===== src/rtl/ebs_pkg.sv =====
package ebs_pkg;

    parameter int CNT_W = 4;
    localparam int LEN_W = CNT_W + 1;
    localparam int REM_W = LEN_W + 1;

    typedef struct packed {
        logic [CNT_W-1:0] lead;
        logic [CNT_W-1:0] act;
        logic [CNT_W-1:0] trail;
    } dir_tim_t;

    typedef struct packed {
        logic     rdy_en;
        logic     dbl;
        dir_tim_t wr;
        dir_tim_t rd;
    } zone_cfg_t;

    localparam int CFG_W = $bits(zone_cfg_t);

    typedef struct packed {
        logic [LEN_W-1:0] lead;
        logic [LEN_W-1:0] act;
        logic [LEN_W-1:0] trail;
        logic             rdy_en;
    } acc_len_t;

    typedef enum logic [1:0] {
        PH_IDLE  = 2'd0,
        PH_LEAD  = 2'd1,
        PH_ACT   = 2'd2,
        PH_TRAIL = 2'd3
    } phase_e;

    function automatic logic [LEN_W-1:0] scale_cnt(input logic [CNT_W-1:0] v,
                                                   input logic dbl);
        return dbl ? {v, 1'b0} : {1'b0, v};
    endfunction

endpackage


===== src/rtl/ebs_zone_sel.sv =====
module ebs_zone_sel
    import ebs_pkg::*;
#(
    parameter int NZ = 4,
    parameter int ZW = 2
) (
    input  logic [NZ*CFG_W-1:0] cfg_i,
    input  logic [ZW-1:0]       zone_i,
    input  logic                wr_i,
    output acc_len_t            len_o
);

    zone_cfg_t cfg_arr [NZ];

    for (genvar z = 0; z < NZ; z++) begin : g_unpack
        assign cfg_arr[z] = zone_cfg_t'(cfg_i[z*CFG_W +: CFG_W]);
    end

    zone_cfg_t sel;
    dir_tim_t  tim;

    always_comb begin
        sel          = cfg_arr[zone_i];
        tim          = wr_i ? sel.wr : sel.rd;
        len_o.lead   = scale_cnt(tim.lead, sel.dbl);
        len_o.act    = scale_cnt(tim.act, sel.dbl);
        len_o.trail  = scale_cnt(tim.trail, sel.dbl);
        len_o.rdy_en = sel.rdy_en;
    end

endmodule


===== src/rtl/ebs_phase_ctl.sv =====
module ebs_phase_ctl
    import ebs_pkg::*;
(
    input  logic     clk_i,
    input  logic     rst_i,
    input  logic     start_i,
    input  acc_len_t len_i,
    input  logic     tick_i,
    input  logic     ready_i,
    output phase_e   phase_o,
    output logic     capture_o,
    output logic     done_o
);

    localparam logic [REM_W-1:0] ONE = REM_W'(1);

    phase_e           ph_q, ph_d;
    logic [REM_W-1:0] rem_q, rem_d;
    acc_len_t         len_q;
    logic             done_q, done_d;
    logic             cap;
    logic             stall;

    assign stall = len_q.rdy_en && !ready_i;

    always_comb begin
        ph_d   = ph_q;
        rem_d  = rem_q;
        cap    = 1'b0;
        done_d = 1'b0;
        unique case (ph_q)
            PH_IDLE: begin
                if (start_i) begin
                    if (len_i.lead != '0) begin
                        ph_d  = PH_LEAD;
                        rem_d = {1'b0, len_i.lead};
                    end else begin
                        ph_d  = PH_ACT;
                        rem_d = {1'b0, len_i.act} + ONE;
                    end
                end
            end
            PH_LEAD: begin
                if (tick_i) begin
                    if (rem_q == ONE) begin
                        ph_d  = PH_ACT;
                        rem_d = {1'b0, len_q.act} + ONE;
                    end else begin
                        rem_d = rem_q - ONE;
                    end
                end
            end
            PH_ACT: begin
                if (tick_i) begin
                    if (rem_q != ONE) begin
                        rem_d = rem_q - ONE;
                    end else if (!stall) begin
                        cap = 1'b1;
                        if (len_q.trail != '0) begin
                            ph_d  = PH_TRAIL;
                            rem_d = {1'b0, len_q.trail};
                        end else begin
                            ph_d   = PH_IDLE;
                            done_d = 1'b1;
                        end
                    end
                end
            end
            PH_TRAIL: begin
                if (tick_i) begin
                    if (rem_q == ONE) begin
                        ph_d   = PH_IDLE;
                        done_d = 1'b1;
                    end else begin
                        rem_d = rem_q - ONE;
                    end
                end
            end
            default: ph_d = PH_IDLE;
        endcase
    end

    always_ff @(posedge clk_i) begin
        if (rst_i) begin
            ph_q   <= PH_IDLE;
            rem_q  <= '0;
            len_q  <= '0;
            done_q <= 1'b0;
        end else begin
            ph_q   <= ph_d;
            rem_q  <= rem_d;
            done_q <= done_d;
            if (ph_q == PH_IDLE && start_i) begin
                len_q <= len_i;
            end
        end
    end

    assign phase_o   = ph_q;
    assign capture_o = cap;
    assign done_o    = done_q;

    // without a tick nothing in a running access moves
    assert_hold_no_tick_R11: assert property (@(posedge clk_i) disable iff (rst_i)
        (ph_q != PH_IDLE && !tick_i) |=> ($stable(ph_q) && $stable(rem_q)));

    // a low ready on the closing active tick keeps the active phase
    assert_ready_wait_R6: assert property (@(posedge clk_i) disable iff (rst_i)
        (ph_q == PH_ACT && rem_q == ONE && tick_i && len_q.rdy_en && !ready_i)
        |=> (ph_q == PH_ACT));

    // done is a single-cycle pulse seen while idle
    assert_done_single_R10: assert property (@(posedge clk_i) disable iff (rst_i)
        done_q |=> !done_q);

    assert_done_idle_R10: assert property (@(posedge clk_i) disable iff (rst_i)
        done_q |-> (ph_q == PH_IDLE));

endmodule


===== src/rtl/ext_bus_seq.sv =====
module ext_bus_seq
    import ebs_pkg::*;
#(
    parameter int NZ = 4,
    parameter int AW = 16,
    parameter int DW = 16,
    localparam int ZW = (NZ > 1) ? $clog2(NZ) : 1
) (
    input  logic                clk_i,
    input  logic                rst_i,
    input  logic [NZ*CFG_W-1:0] cfg_i,
    input  logic                req_valid_i,
    input  logic [ZW-1:0]       req_zone_i,
    input  logic                req_wr_i,
    input  logic [AW-1:0]       req_addr_i,
    input  logic [DW-1:0]       req_wdata_i,
    input  logic                tick_i,
    input  logic                ready_i,
    input  logic [DW-1:0]       bus_din_i,
    output logic                bus_cs_o,
    output logic                bus_rd_o,
    output logic                bus_wr_o,
    output logic [AW-1:0]       bus_addr_o,
    output logic [DW-1:0]       bus_dout_o,
    output logic                bus_oe_o,
    output logic [DW-1:0]       rdata_o,
    output logic                done_o
);

    acc_len_t      req_len;
    phase_e        phase;
    logic          capture;
    logic          start;
    logic          wr_q;
    logic [AW-1:0] addr_q;
    logic [DW-1:0] wdata_q;
    logic [DW-1:0] rdata_q;

    assign start = req_valid_i && (phase == PH_IDLE);

    ebs_zone_sel #(
        .NZ (NZ),
        .ZW (ZW)
    ) u_zone_sel (
        .cfg_i  (cfg_i),
        .zone_i (req_zone_i),
        .wr_i   (req_wr_i),
        .len_o  (req_len)
    );

    ebs_phase_ctl u_phase_ctl (
        .clk_i     (clk_i),
        .rst_i     (rst_i),
        .start_i   (start),
        .len_i     (req_len),
        .tick_i    (tick_i),
        .ready_i   (ready_i),
        .phase_o   (phase),
        .capture_o (capture),
        .done_o    (done_o)
    );

    always_ff @(posedge clk_i) begin
        if (rst_i) begin
            wr_q    <= 1'b0;
            addr_q  <= '0;
            wdata_q <= '0;
            rdata_q <= '0;
        end else begin
            if (start) begin
                wr_q    <= req_wr_i;
                addr_q  <= req_addr_i;
                wdata_q <= req_wdata_i;
            end
            if (capture && !wr_q) begin
                rdata_q <= bus_din_i;
            end
        end
    end

    assign bus_cs_o   = (phase != PH_IDLE);
    assign bus_rd_o   = (phase == PH_ACT) && !wr_q;
    assign bus_wr_o   = (phase == PH_ACT) && wr_q;
    assign bus_oe_o   = (phase != PH_IDLE) && wr_q;
    assign bus_addr_o = addr_q;
    assign bus_dout_o = wdata_q;
    assign rdata_o    = rdata_q;

    // strobes only inside chip select, never both
    assert_strobe_in_cs_R1: assert property (@(posedge clk_i) disable iff (rst_i)
        (bus_rd_o || bus_wr_o) |-> bus_cs_o);

    assert_one_strobe_R1: assert property (@(posedge clk_i) disable iff (rst_i)
        $countones({bus_rd_o, bus_wr_o}) <= 1);

    // the address holds while an access runs
    assert_addr_hold_R12: assert property (@(posedge clk_i) disable iff (rst_i)
        bus_cs_o |=> $stable(bus_addr_o));

    // the data bus is driven only for writes
    assert_oe_write_only_R8: assert property (@(posedge clk_i) disable iff (rst_i)
        bus_oe_o |-> !bus_rd_o);

    // captured read data changes only on the cycle after an active phase
    assert_rdata_hold_R9: assert property (@(posedge clk_i) disable iff (rst_i)
        (phase != PH_ACT) |=> $stable(rdata_o));

endmodule


===== config.mk =====
export PLATFORM = sky130hd
export DESIGN_NAME = ext_bus_seq
export DESIGN_NICKNAME = d
export VERILOG_FILES = /design/src/rtl/ebs_pkg.sv /design/src/rtl/ebs_zone_sel.sv /design/src/rtl/ebs_phase_ctl.sv /design/src/rtl/ext_bus_seq.sv
export SDC_FILE = /design/constraint.sdc
export NUM_CORES = 1
export LEC_CHECK = 0
export ABC_AREA = 0
export BUFFER_PORTS_ARGS = -buffer_cell sky130_fd_sc_hd__buf_2
export CAP_MARGIN = 20
export CORE_UTILIZATION = 45
export DETAILED_ROUTE_END_ITERATION = 7
export GPL_TIMING_DRIVEN = 0
export MAX_ROUTING_LAYER = met4
export PLACE_DENSITY = 0.81
export SYNTH_ARGS = -nofsm -noshare
export SYNTH_HDL_FRONTEND = slang
export SYNTH_SLANG_ARGS = --single-unit

===== constraint.sdc =====
create_clock -name clk_i -period 4.5 [get_ports clk_i]
set_input_delay 1.125 -clock clk_i [delete_from_list [all_inputs] [get_ports clk_i]]
set_output_delay 1.125 -clock clk_i [all_outputs]
set_load 0.03 [all_outputs]

==> flow_summary_export.csv, run 1 <==
group,metric,value,unit
run_status,status,"finished, final reports clean",
pwr,power,2.25,mW
sta,maxSlewHeadroom,55.6,%
pwr,p_int,1.30,mW
placement,io_buffers,208,
pwr,power_density,428,nW/µm²
sta,setup_slack,0.996,ns
synthesis,yosys_warnings,0,
pwr,netSwitchingFraction,42.4,%
setup_path,cp.required,4.76,ns
synthesis,synth.area.mux_share,24.7,%
floorplanning,fp.dieH,95.3,µm
pwr,pwr-share-comb,45.5,%
finish,final_util,63.3,%
synthesis,synth-seq-cells,69,
sta,drv_slew,0,
sta,fin_skew,0.00920,ns
floorplanning,ios,213,
synthesis,synth_fa_ha_area_share,1.28,%
finish,drive_gt1_share,39.3,%
global_routing,grt_usage,26.2,%
synthesis,synth_edf_count,0,
setup_path,end_kind,"register",
cts,clkSinkCount,69,
finish,nets,829,
synthesis,yosysSeqAreaShare,35.3,%
synthesis,synth_xor_area_share,1.57,%
pwr,irDropWorstVdd,228,µV
setup_path,critPathLaunchType,"primary input",
synthesis,yosys.area.top_type,"dfxtp_1",
global_routing,overflow,0,
setup_path,cp_max_fo,10,
cts,worstSkewPairLatency,0.34,ns
sta,fin_tns_setup,0,ns
drt,routed_via_density,5.40,
placement,dp_cells,759,
cts,cts_buffers,9,
cts,postCtsResizedCells,0,
synthesis,async_flop_share,0,%
floorplanning,core_area,8300,µm²
synthesis,synth_top_area_share,35.3,%
sta,setup_viol,0,
pwr,switchingPower,0.954,mW
synthesis,postSynthCellCount,446,
floorplanning,design.die.area,9080,µm²
finish,final_cells,775,
synthesis,synthSimpleGateAreaFrac,18.6,%
synthesis,synth_nets,610,
finish,syn2layout_area_growth,34.2,%
setup_path,worstSetupPathType,"primary input to register",
drt,ant_nets,0,
drt,drc,0,
finish,n_antenna_cell,0,
floorplanning,initial_core_util,47.2,%
cts,post_cts_buffers,0,
setup_path,arrival,3.76,ns
synthesis,ys_top_cells_by_area,"dfxtp_1, mux4_2, nand2_1",
drt,post_drt_wl_per_cell,14.8,µm
drt,via_count,4184,
drt,drt_iter0_drc,321,
drt,drt_pre_antenna_iters,5,
placement,post-place-ws,0.648,ns
sta,max_freq,0.285,GHz
floorplanning,die_w,95.3,µm
sta,worst_slew_pin_slew,0.667,ns
global_routing,grt_pass1_vias,3936,
pwr,clkPwrFrac,19.1,%
cts,clkTransAtPathRegs,0.07,ns
global_routing,grt_first_pass_wirelength,17.8,mm
placement,gp_congestion,0.938,
synthesis,synth_top_family_by_area,"multiplexers",
flow_run,drv_cap,0,
synthesis,synth_compound_area_share,13.8,%
cts,cts_buffer_depth,2,
cts,holdBufCountCts,0,
synthesis,synth-main-ff-cell,"dfxtp_1",
sta,rsz0062_at_grt,"no",
synthesis,synth.distinct_cells,48,
floorplanning,rows,33,
cts,root_buffer,"clkbuf_8",
synthesis,syn_avg_cell_area,8.78,µm²
cts,cts_tree,"done",
pwr,seq_power_share,35.3,%
hold_path,hold_class,"register to register",
synthesis,syn-cell-area,3920,µm²
drt,routed_wl,11.5,mm
global_routing,antenna_found_initial,0,
pwr,leakage,2.40,nW
global_routing,grt_max_degree,13,
sta,post-route-period-util,77.9,%
sta,min_period,3.50,ns
cts,htreeDepth,3,
placement,dp_hpwl,9.36,mm
sta,hold_violations,0,
-- per-stage QoR --
stage / area [µm²] / hold slack [ns]
final: 5260 / 0.455
after global routing: 5260 / 0.479
after CTS: 5260 / 0.453
after detailed placement: 5090 / 0.444
after global placement: 5090 / 0.440
after floorplan: 3920 / 0.445
-- power groups by stage --
stage               registers (mW)  clock network [mW]  logic [mW]
floorplan                    0.900                   0       0.624
global placement             0.800                   0       0.990
detailed placement           0.807                   0        1.02
CTS                          0.794               0.437        1.02
global route                 0.810               0.463        1.13
finish                       0.796               0.431        1.03
-- final timing paths --
kind | from | end | slack (ns) | cells after the start
hold reg to reg | bus_addr_o[9]$_SDFFE_PP0P_ | bus_addr_o[9]$_SDFFE_PP0P_ | 0.46 | 2
setup reg to reg | u_phase_ctl.rem_q[1]$_SDFFE_PP0P_ | rdata_o[10]$_SDFFE_PP0P_ | 1.98 | 10
hold / removal | bus_addr_o[9]$_SDFFE_PP0P_ | bus_addr_o[9]$_SDFFE_PP0P_ | 0.46 | 2
setup / recovery | req_zone_i[1] | u_phase_ctl.rem_q[4]$_SDFFE_PP0P_ | 1.0 | 12
-- final cells by class --
class	count	area, µm²
plain buffers	34	154
fillers	710	3040
clock buffers	10	128
repair buffers	208	1040
clock inverters	6	40.0
well taps	105	131
flip-flops and latches	69	1380
multi-input cells	334	2350
inverters	9	33.8
-- cells in the final DEF, fill, tap and decap left out, types with 5 or more instances in the layout --
cell type and count:
nand2_1 106, clkbuf_8 9, buf_2 214, mux2i_1 31
mux4_2 20, nor2_1 34, xnor2_1 5, inv_1 9
mux4_1 5, clkbuf_1 22, a21oi_1 53, nand3_1 9
nor3_1 6, o21ai_0 7, dfxtp_1 69
-- synthesized netlist by cell type, types with 2 or more instances --
| library cell | instances |
|---|---|
| nand2_1 | 106 |
| dfxtp_1 | 69 |
| a21oi_1 | 53 |
| nor2_1 | 34 |
| mux2i_1 | 31 |
| clkbuf_1 | 21 |
| mux4_2 | 20 |
| inv_1 | 9 |
| nand3_1 | 9 |
| o21ai_0 | 7 |
| buf_2 | 6 |
| nor3_1 | 6 |
| mux4_1 | 5 |
| xnor2_1 | 5 |
| a311oi_1 | 4 |
| buf_1 | 4 |
| ha_1 | 4 |
| mux2_2 | 4 |
| o211ai_1 | 4 |
| a221oi_1 | 3 |
| a31oi_1 | 3 |
| nor2b_1 | 3 |
| a211o_1 | 2 |
| a211oi_1 | 2 |
| a221o_1 | 2 |
| and2_1 | 2 |
| buf_6 | 2 |
| mux2_4 | 2 |
| nand4_1 | 2 |
| nor3b_1 | 2 |
| nor4_1 | 2 |
| xor2_1 | 2 |
-- state kept, by name, summed over array words and instances (netlist names) --
name,count
u_phase_ctl.phase_o,2
bus_dout_o,16
bus_addr_o,16
wr_q,1
rdata_o,16
u_phase_ctl.rem_q,6
u_phase_ctl.len_q,11
u_phase_ctl.done_o,1
-- per-layer routing --
layer  routed length (µm)  up-vias  global-route usage, %
li1                     -     2030                      -
met1                 4470     1930                   29.5
met2                 5990      202                   45.5
met3                  829       22                   6.38
met4                  210        0                   8.33
met5                    0        -                      -
-- cells by family after synthesis --
| group | Yosys count |
|---|---|
| adders and majority gates | 4 |
| buffers and inverters | 43 |
| AOI/OAI and AO/OA | 88 |
| and+or+nand+nor | 173 |
| muxes | 62 |
| DFF | 69 |
| xor gates and xnor gates | 7 |
-- worst max-delay path, cell delays in order --
cell and delay (ns):
buf_2 0.19, buf_2 0.29, mux2i_1 0.26, mux2_2 0.23
buf_2 0.23, mux2i_1 0.28, ha_1 0.21, inv_1 0.08
or4_4 0.53, o211ai_2 0.15, a21oi_1 0.09, o32ai_1 0.10
Note: power is estimated with default switching activity, not from simulation.
==> inputs of run 2 (changes only) <==
Clock period 4.5 ns to 3.3 ns, I/O delays scaled along.
==> run 2 against run 1 <==
  * Flip-flop and latch count did not move
  * Wire length about the same
  * Cell count down 0.13%
  * Worst setup slack lost 0.77 ns
  * Design area barely moved
  * Hold slack barely moved
  * Critical path depth fell by 1
  * Via count increased by 0.38%
  * Register-to-register slack got worse by 1.2 ns
  * Sequential share of layout area about the same
  * First-iteration DRC count down 2.5%
  * Critical path type unchanged
  * Largest power group unchanged
==> flow_summary_export.csv, run 2 (synthesis gave the netlist of run 1 again) <==
group,metric,value,unit
setup_path,worstSetupPathType,"primary input to register",
sta,min_period,3.07,ns
cts,post_cts_buffers,0,
cts,cts_tree,"done",
global_routing,grt_usage,26.2,%
global_routing,grt_first_pass_wirelength,17.8,mm
flow_run,drv_cap,0,
floorplanning,fp.dieH,95.3,µm
floorplanning,initial_core_util,47.2,%
placement,dp_cells,759,
sta,worst_slew_pin_slew,0.685,ns
setup_path,end_kind,"register",
setup_path,slowest_stage,"or4_4",
cts,clkSinkCount,69,
pwr,leakage,2.39,nW
finish,final_cells,774,
finish,mostFrequentLayoutCell,"buf_2",
hold_path,min_delay_worst_endpoint,"bus_addr_o[9]$_SDFFE_PP0P_",
cts,holdBufCountCts,0,
drt,via_count,4200,
setup_path,reg2reg_slack,0.78,ns
sta,maxSlewHeadroom,54.3,%
drt,drc,0,
pwr,seq_power_share,35.3,%
cts,worstSkewPairLatency,0.35,ns
hold_path,hold_class,"register to register",
finish,stdcell_area,5260,µm²
hold_path,min_from,"bus_addr_o[9]$_SDFFE_PP0P_",
sta,fin_skew,0.00851,ns
finish,syn2layout_area_growth,34.2,%
setup_path,worstRegToRegCells,10,
setup_path,crit_family,"multiplexers",
sta,post-route-period-util,93.0,%
sta,drv_slew,0,
sta,setup_viol,0,
global_routing,grt_pass1_vias,3936,
finish,n_antenna_cell,0,
sta,max_freq,0.326,GHz
placement,gp_congestion,0.938,
cts,cts_buffer_depth,2,
setup_path,critical_path.max_stage_delay,0.53,ns
cts,cts_buffers,9,
pwr,pwr-share-comb,45.6,%
placement,dp_hpwl,9.36,mm
pwr,power_density,585,nW/µm²
setup_path,worstReg2RegEnd,"rdata_o[10]$_SDFFE_PP0P_",
floorplanning,design.die.area,9080,µm²
run_status,status,"finished, final reports clean",
setup_path,worstReg2RegStart,"u_phase_ctl.rem_q[1]$_SDFFE_PP0P_",
drt,post_drt_wl_per_cell,14.8,µm
finish,drive_gt1_share,39.3,%
pwr,switchingPower,1.30,mW
hold_path,hold_depth,2,
pwr,p_int,1.77,mW
cts,root_buffer,"clkbuf_8",
pwr,clkPwrFrac,19.1,%
floorplanning,die_w,95.3,µm
drt,drt_pre_antenna_iters,5,
setup_path,path_cells,"buf_2 -> clkbuf_4 -> mux2i_1 -> mux2_2 -> mux2i_2 -> ha_1 -> inv_1 -> or4_4 -> o211ai_2 -> a21oi_1 -> o32ai_1",
finish,nets,828,
sta,hold_violations,0,
finish,final_cell_mix,"buf_2, nand2_1, dfxtp_1, a21oi_1, nor2_1",
setup_path,cp.required,3.56,ns
floorplanning,rows,33,
setup_path,arrival,3.33,ns
sta,setup_slack,0.229,ns
setup_path,critPathLaunchType,"primary input",
pwr,netSwitchingFraction,42.4,%
sta,rsz0062_at_grt,"no",
floorplanning,core_area,8300,µm²
pwr,irDropWorstVdd,312,µV
global_routing,overflow,0,
cts,htreeDepth,3,
placement,place_area,5090,µm²
setup_path,path_buf_inv,3,
setup_path,cp_max_fo,12,
drt,ant_nets,0,
drt,drt_iter0_drc,313,
drt,routed_via_density,5.43,
cts,clkTransAtPathRegs,0.07,ns
placement,io_buffers,208,
drt,routed_wl,11.5,mm
global_routing,grt_max_degree,13,
placement,post-place-ws,-0.252,ns
global_routing,antenna_found_initial,0,
floorplanning,ios,213,
run 2: tightest hold or removal path: stages (launching register included):
cell and delay, ns:
dfxtp_1 0.31, nand2_1 0.05, a21oi_1 0.05
run 2: final cells by class:
type	count	area (µm²)
Buffer	33	151
Sequential cell	69	1380
Fill cell	709	3040
Timing Repair Buffer	208	1040
Tap cell	105	131
Clock buffer	10	128
Multi-Input combinational cell	334	2350
Inverter	9	33.8
Clock inverter	6	40.0
run 2: worst max path at each step:
stage | slack [ns] | startpoint | to | cells after the start
finish | 0.23 | req_zone_i[1] | u_phase_ctl.rem_q[4]$_SDFFE_PP0P_ | 11
global route | 0.03 | req_zone_i[1] | u_phase_ctl.rem_q[4]$_SDFFE_PP0P_ | 11
CTS | 0.10 | req_zone_i[1] | u_phase_ctl.rem_q[4]$_SDFFE_PP0P_ | 12
detailed placement | -0.25 | req_zone_i[1] | u_phase_ctl.rem_q[4]$_SDFFE_PP0P_ | 12
global placement | -0.23 | req_zone_i[1] | u_phase_ctl.rem_q[4]$_SDFFE_PP0P_ | 12
floorplan | 0.11 | req_zone_i[1] | u_phase_ctl.rem_q[4]$_SDFFE_PP0P_ | 12
run 2: through the flow:
| stage | total power [mW] | TNS [ns] | hold WS (ns) | utilization, % |
|---|---|---|---|---|
| 3_5_place_dp | 2.49 | -0.252 | 0.444 | 61.3 |
| 5_1_grt | 3.28 | 0 | 0.479 | 63.3 |
| 3_3_place_gp | 2.44 | -0.228 | 0.440 | 61.3 |
| 2_1_floorplan | 2.08 | 0 | 0.445 | - |
| 6_report | 3.07 | 0 | 0.455 | 63.3 |
| 4_1_cts | 3.07 | 0 | 0.453 | 63.3 |
run 2: repair_timing:
action / CTS / global route
setup endpoints to repair: 0 / 1
endpoints found under the hold margin: 0 / 0
resized for setup: 0 / 2
run 2: layer usage:
| layer | wire [µm] | GRT usage [%] | share of wire (%) |
|---|---|---|---|
| met1 | 4520 | 29.5 | 39 |
| met2 | 5970 | 45.5 | 52 |
| met3 | 748 | 6.38 | 6.5 |
| met4 | 249 | 8.33 | 2.2 |
| met5 | 0 | - | 0 |
run 2: power groups by stage:
stage | Clock [mW] | Sequential, mW | Combinational, mW
2_1_floorplan | 0 | 1.23 | 0.851
3_3_place_gp | 0 | 1.09 | 1.35
3_5_place_dp | 0 | 1.10 | 1.38
4_1_cts | 0.596 | 1.08 | 1.39
5_1_grt | 0.631 | 1.10 | 1.54
6_report | 0.588 | 1.08 | 1.40
==> inputs of run 3 (changes only) <==
Settings changed: BUFFER_PORTS_ARGS -buffer_cell sky130_fd_sc_hd__buf_2 to -buffer_cell sky130_fd_sc_hd__buf_4, CTS_CLUSTER_SIZE from default to 28.
==> run 3 against run 2 <==
  * Via count grew 0.12%
  * Hold slack is essentially flat
  * Worst setup slack lost 0.067 ns
  * Combinational power grew 8%
  * Global-route usage grew 1.2 points
  * Power grew 7.3%
  * Clock power grew 18%
  * Sequential share of layout area shrank 2.5 points
  * Clock-buffer cell count shrank 1
  * Non-clock buffer count is the same
  * Critical path depth is the same
  * Sequential power is essentially flat
  * Largest cell class unchanged
==> flow_summary_export.csv, run 3 (synthesis gave the netlist of run 1 again) <==
group,metric,value,unit
global_routing,grt_usage,27.4,%
placement,dp_hpwl,9.77,mm
cts,cts_buffers,9,
pwr,leakage,2.55,nW
drt,routed_via_density,5.43,
setup_path,path_cells,"buf_2 -> buf_4 -> mux2i_1 -> mux2_2 -> mux2i_2 -> ha_1 -> inv_1 -> or4_4 -> o211ai_2 -> a21oi_1 -> o32ai_1",
finish,nFillCells,634,
sta,hold_violations,0,
cts,clkSinkCount,69,
placement,gp_congestion,0.956,
global_routing,grt_max_degree,14,
finish,nets,828,
floorplanning,ios,213,
sta,max_freq,0.319,GHz
pwr,irDropWorstVdd,329,µV
flow_run,drv_cap,0,
drt,drc,0,
drt,drt_pre_antenna_iters,5,
global_routing,grt_pass1_vias,4060,
cts,htreeDepth,3,
hold_path,hold_class,"register to register",
global_routing,antenna_found_initial,0,
setup_path,cp.required,3.56,ns
finish,n_antenna_cell,0,
setup_path,cp_max_fo,12,
sta,whs,0.455,ns
cts,post_cts_buffers,0,
finish,drive_gt1_share,39.5,%
setup_path,end_kind,"register",
sta,min_period,3.14,ns
sta,worst_slew_pin_slew,0.654,ns
setup_path,critical_path.max_stage_delay,0.53,ns
drt,routed_wl,12.1,mm
setup_path,arrival,3.40,ns
global_routing,overflow,0,
floorplanning,design.die.area,9080,µm²
floorplanning,fp.dieH,95.3,µm
setup_path,critPathLaunchType,"primary input",
cts,holdBufCountCts,0,
sta,drv_slew,0,
cts,clkTransAtPathRegs,0.08,ns
sta,maxSlewHeadroom,56.4,%
drt,via_count,4205,
drt,ant_nets,0,
sta,post-route-period-util,95.1,%
setup_path,worstSetupPathType,"primary input to register",
pwr,power_density,568,nW/µm²
run_status,status,"finished, final reports clean",
sta,fin_skew,0.00988,ns
finish,syn2layout_area_growth,48.3,%
placement,io_buffers,208,
floorplanning,core_area,8300,µm²
cts,worstSkewPairLatency,0.36,ns
placement,place_area,5610,µm²
finish,final_cell_mix,"buf_4, nand2_1, dfxtp_1, a21oi_1, nor2_1",
drt,post_drt_wl_per_cell,15.7,µm
finish,mostFrequentLayoutCell,"buf_4",
cts,cts_tree,"done",
drt,drt-met1-wl,4.62,mm
drt,met2_length,6.32,mm
drt,top_layer_used,"met4",
drt,drt_iter0_drc,268,
drt,wl_met3,874,µm
floorplanning,die_w,95.3,µm
cts,root_buffer,"clkbuf_8",
finish,stdcell_area,5810,µm²
floorplanning,initial_core_util,47.2,%
floorplanning,rows,33,
cts,cts_buffer_depth,2,
sta,rsz0062_at_grt,"no",
global_routing,grt_first_pass_wirelength,18.4,mm
sta,setup_viol,0,
setup_path,slowest_stage,"or4_4",
finish,final_util,70.0,%
[run 3: cell types whose count changed in the layout (fill, tap and decap cells not counted), moves of 2 or more]
cell	before	now
buf_2	212	4
clkinvlp_4	4	1
inv_6	0	2
buf_4	1	210
[run 3: layout make-up]
class,count,area [µm²],share of cell area (%)
buffer,33,151,2.61
inverter,9,33.8,0.582
clock buffer,9,124,2.13
sequential,69,1380,23.8
clock inverter,7,73.8,1.27
tap,105,131,2.26
timing repair buffer,208,1560,26.9
multi-input combinational,334,2350,40.5
[run 3: power breakdown]
group,switching [mW],internal [mW],total (mW)
sequential,0.110,0.980,1.09
clock,0.343,0.352,0.695
combinational,0.896,0.619,1.51
total,1.35,1.95,3.30
[run 3: path summary, 6_finish.rpt]
| path | from | to | slack, ns | cells past startpoint |
|---|---|---|---|---|
| setup reg to reg | u_phase_ctl.rem_q[1]$_SDFFE_PP0P_ | rdata_o[5]$_SDFFE_PP0P_ | 0.81 | 10 |
| hold reg to reg | bus_addr_o[5]$_SDFFE_PP0P_ | bus_addr_o[5]$_SDFFE_PP0P_ | 0.46 | 2 |
| setup / recovery | req_zone_i[1] | u_phase_ctl.rem_q[4]$_SDFFE_PP0P_ | 0.16 | 11 |
| hold / removal | bus_addr_o[5]$_SDFFE_PP0P_ | bus_addr_o[5]$_SDFFE_PP0P_ | 0.46 | 2 |
[run 3: timing repair]
item                       CTS  global route
gates resized for setup      0             3
setup endpoints to repair    0             1
hold endpoints to repair     0             0
[run 3: critical path: cells and delay by family]
family / cells / cell delay, ns
compound gates: 3 / 0.38
fa+ha+maj: 1 / 0.21
buf+inv: 3 / 0.52
mux: 3 / 0.92
simple gates: 1 / 0.53
[run 3: metrics by stage]
stage / setup WS [ns] / TNS [ns] / total power [mW] / cells
final: 0.162 / 0 / 3.30 / 774
after detailed placement: -0.361 / -0.361 / 2.60 / 759
after floorplan: 0.105 / 0 / 2.08 / 446
after global placement: -0.238 / -0.238 / 2.55 / 759
after CTS: 0.0103 / 0 / 3.29 / 775
after global routing: 0.0304 / 0 / 3.49 / 774
[run 3: metal layers]
metal  GRT usage (%)  vias to the layer above
met1            30.7                     1938
met2            47.4                      214
met4            10.9                        0
li1                -                     2020
met3            5.98                       33
met5               -                        -
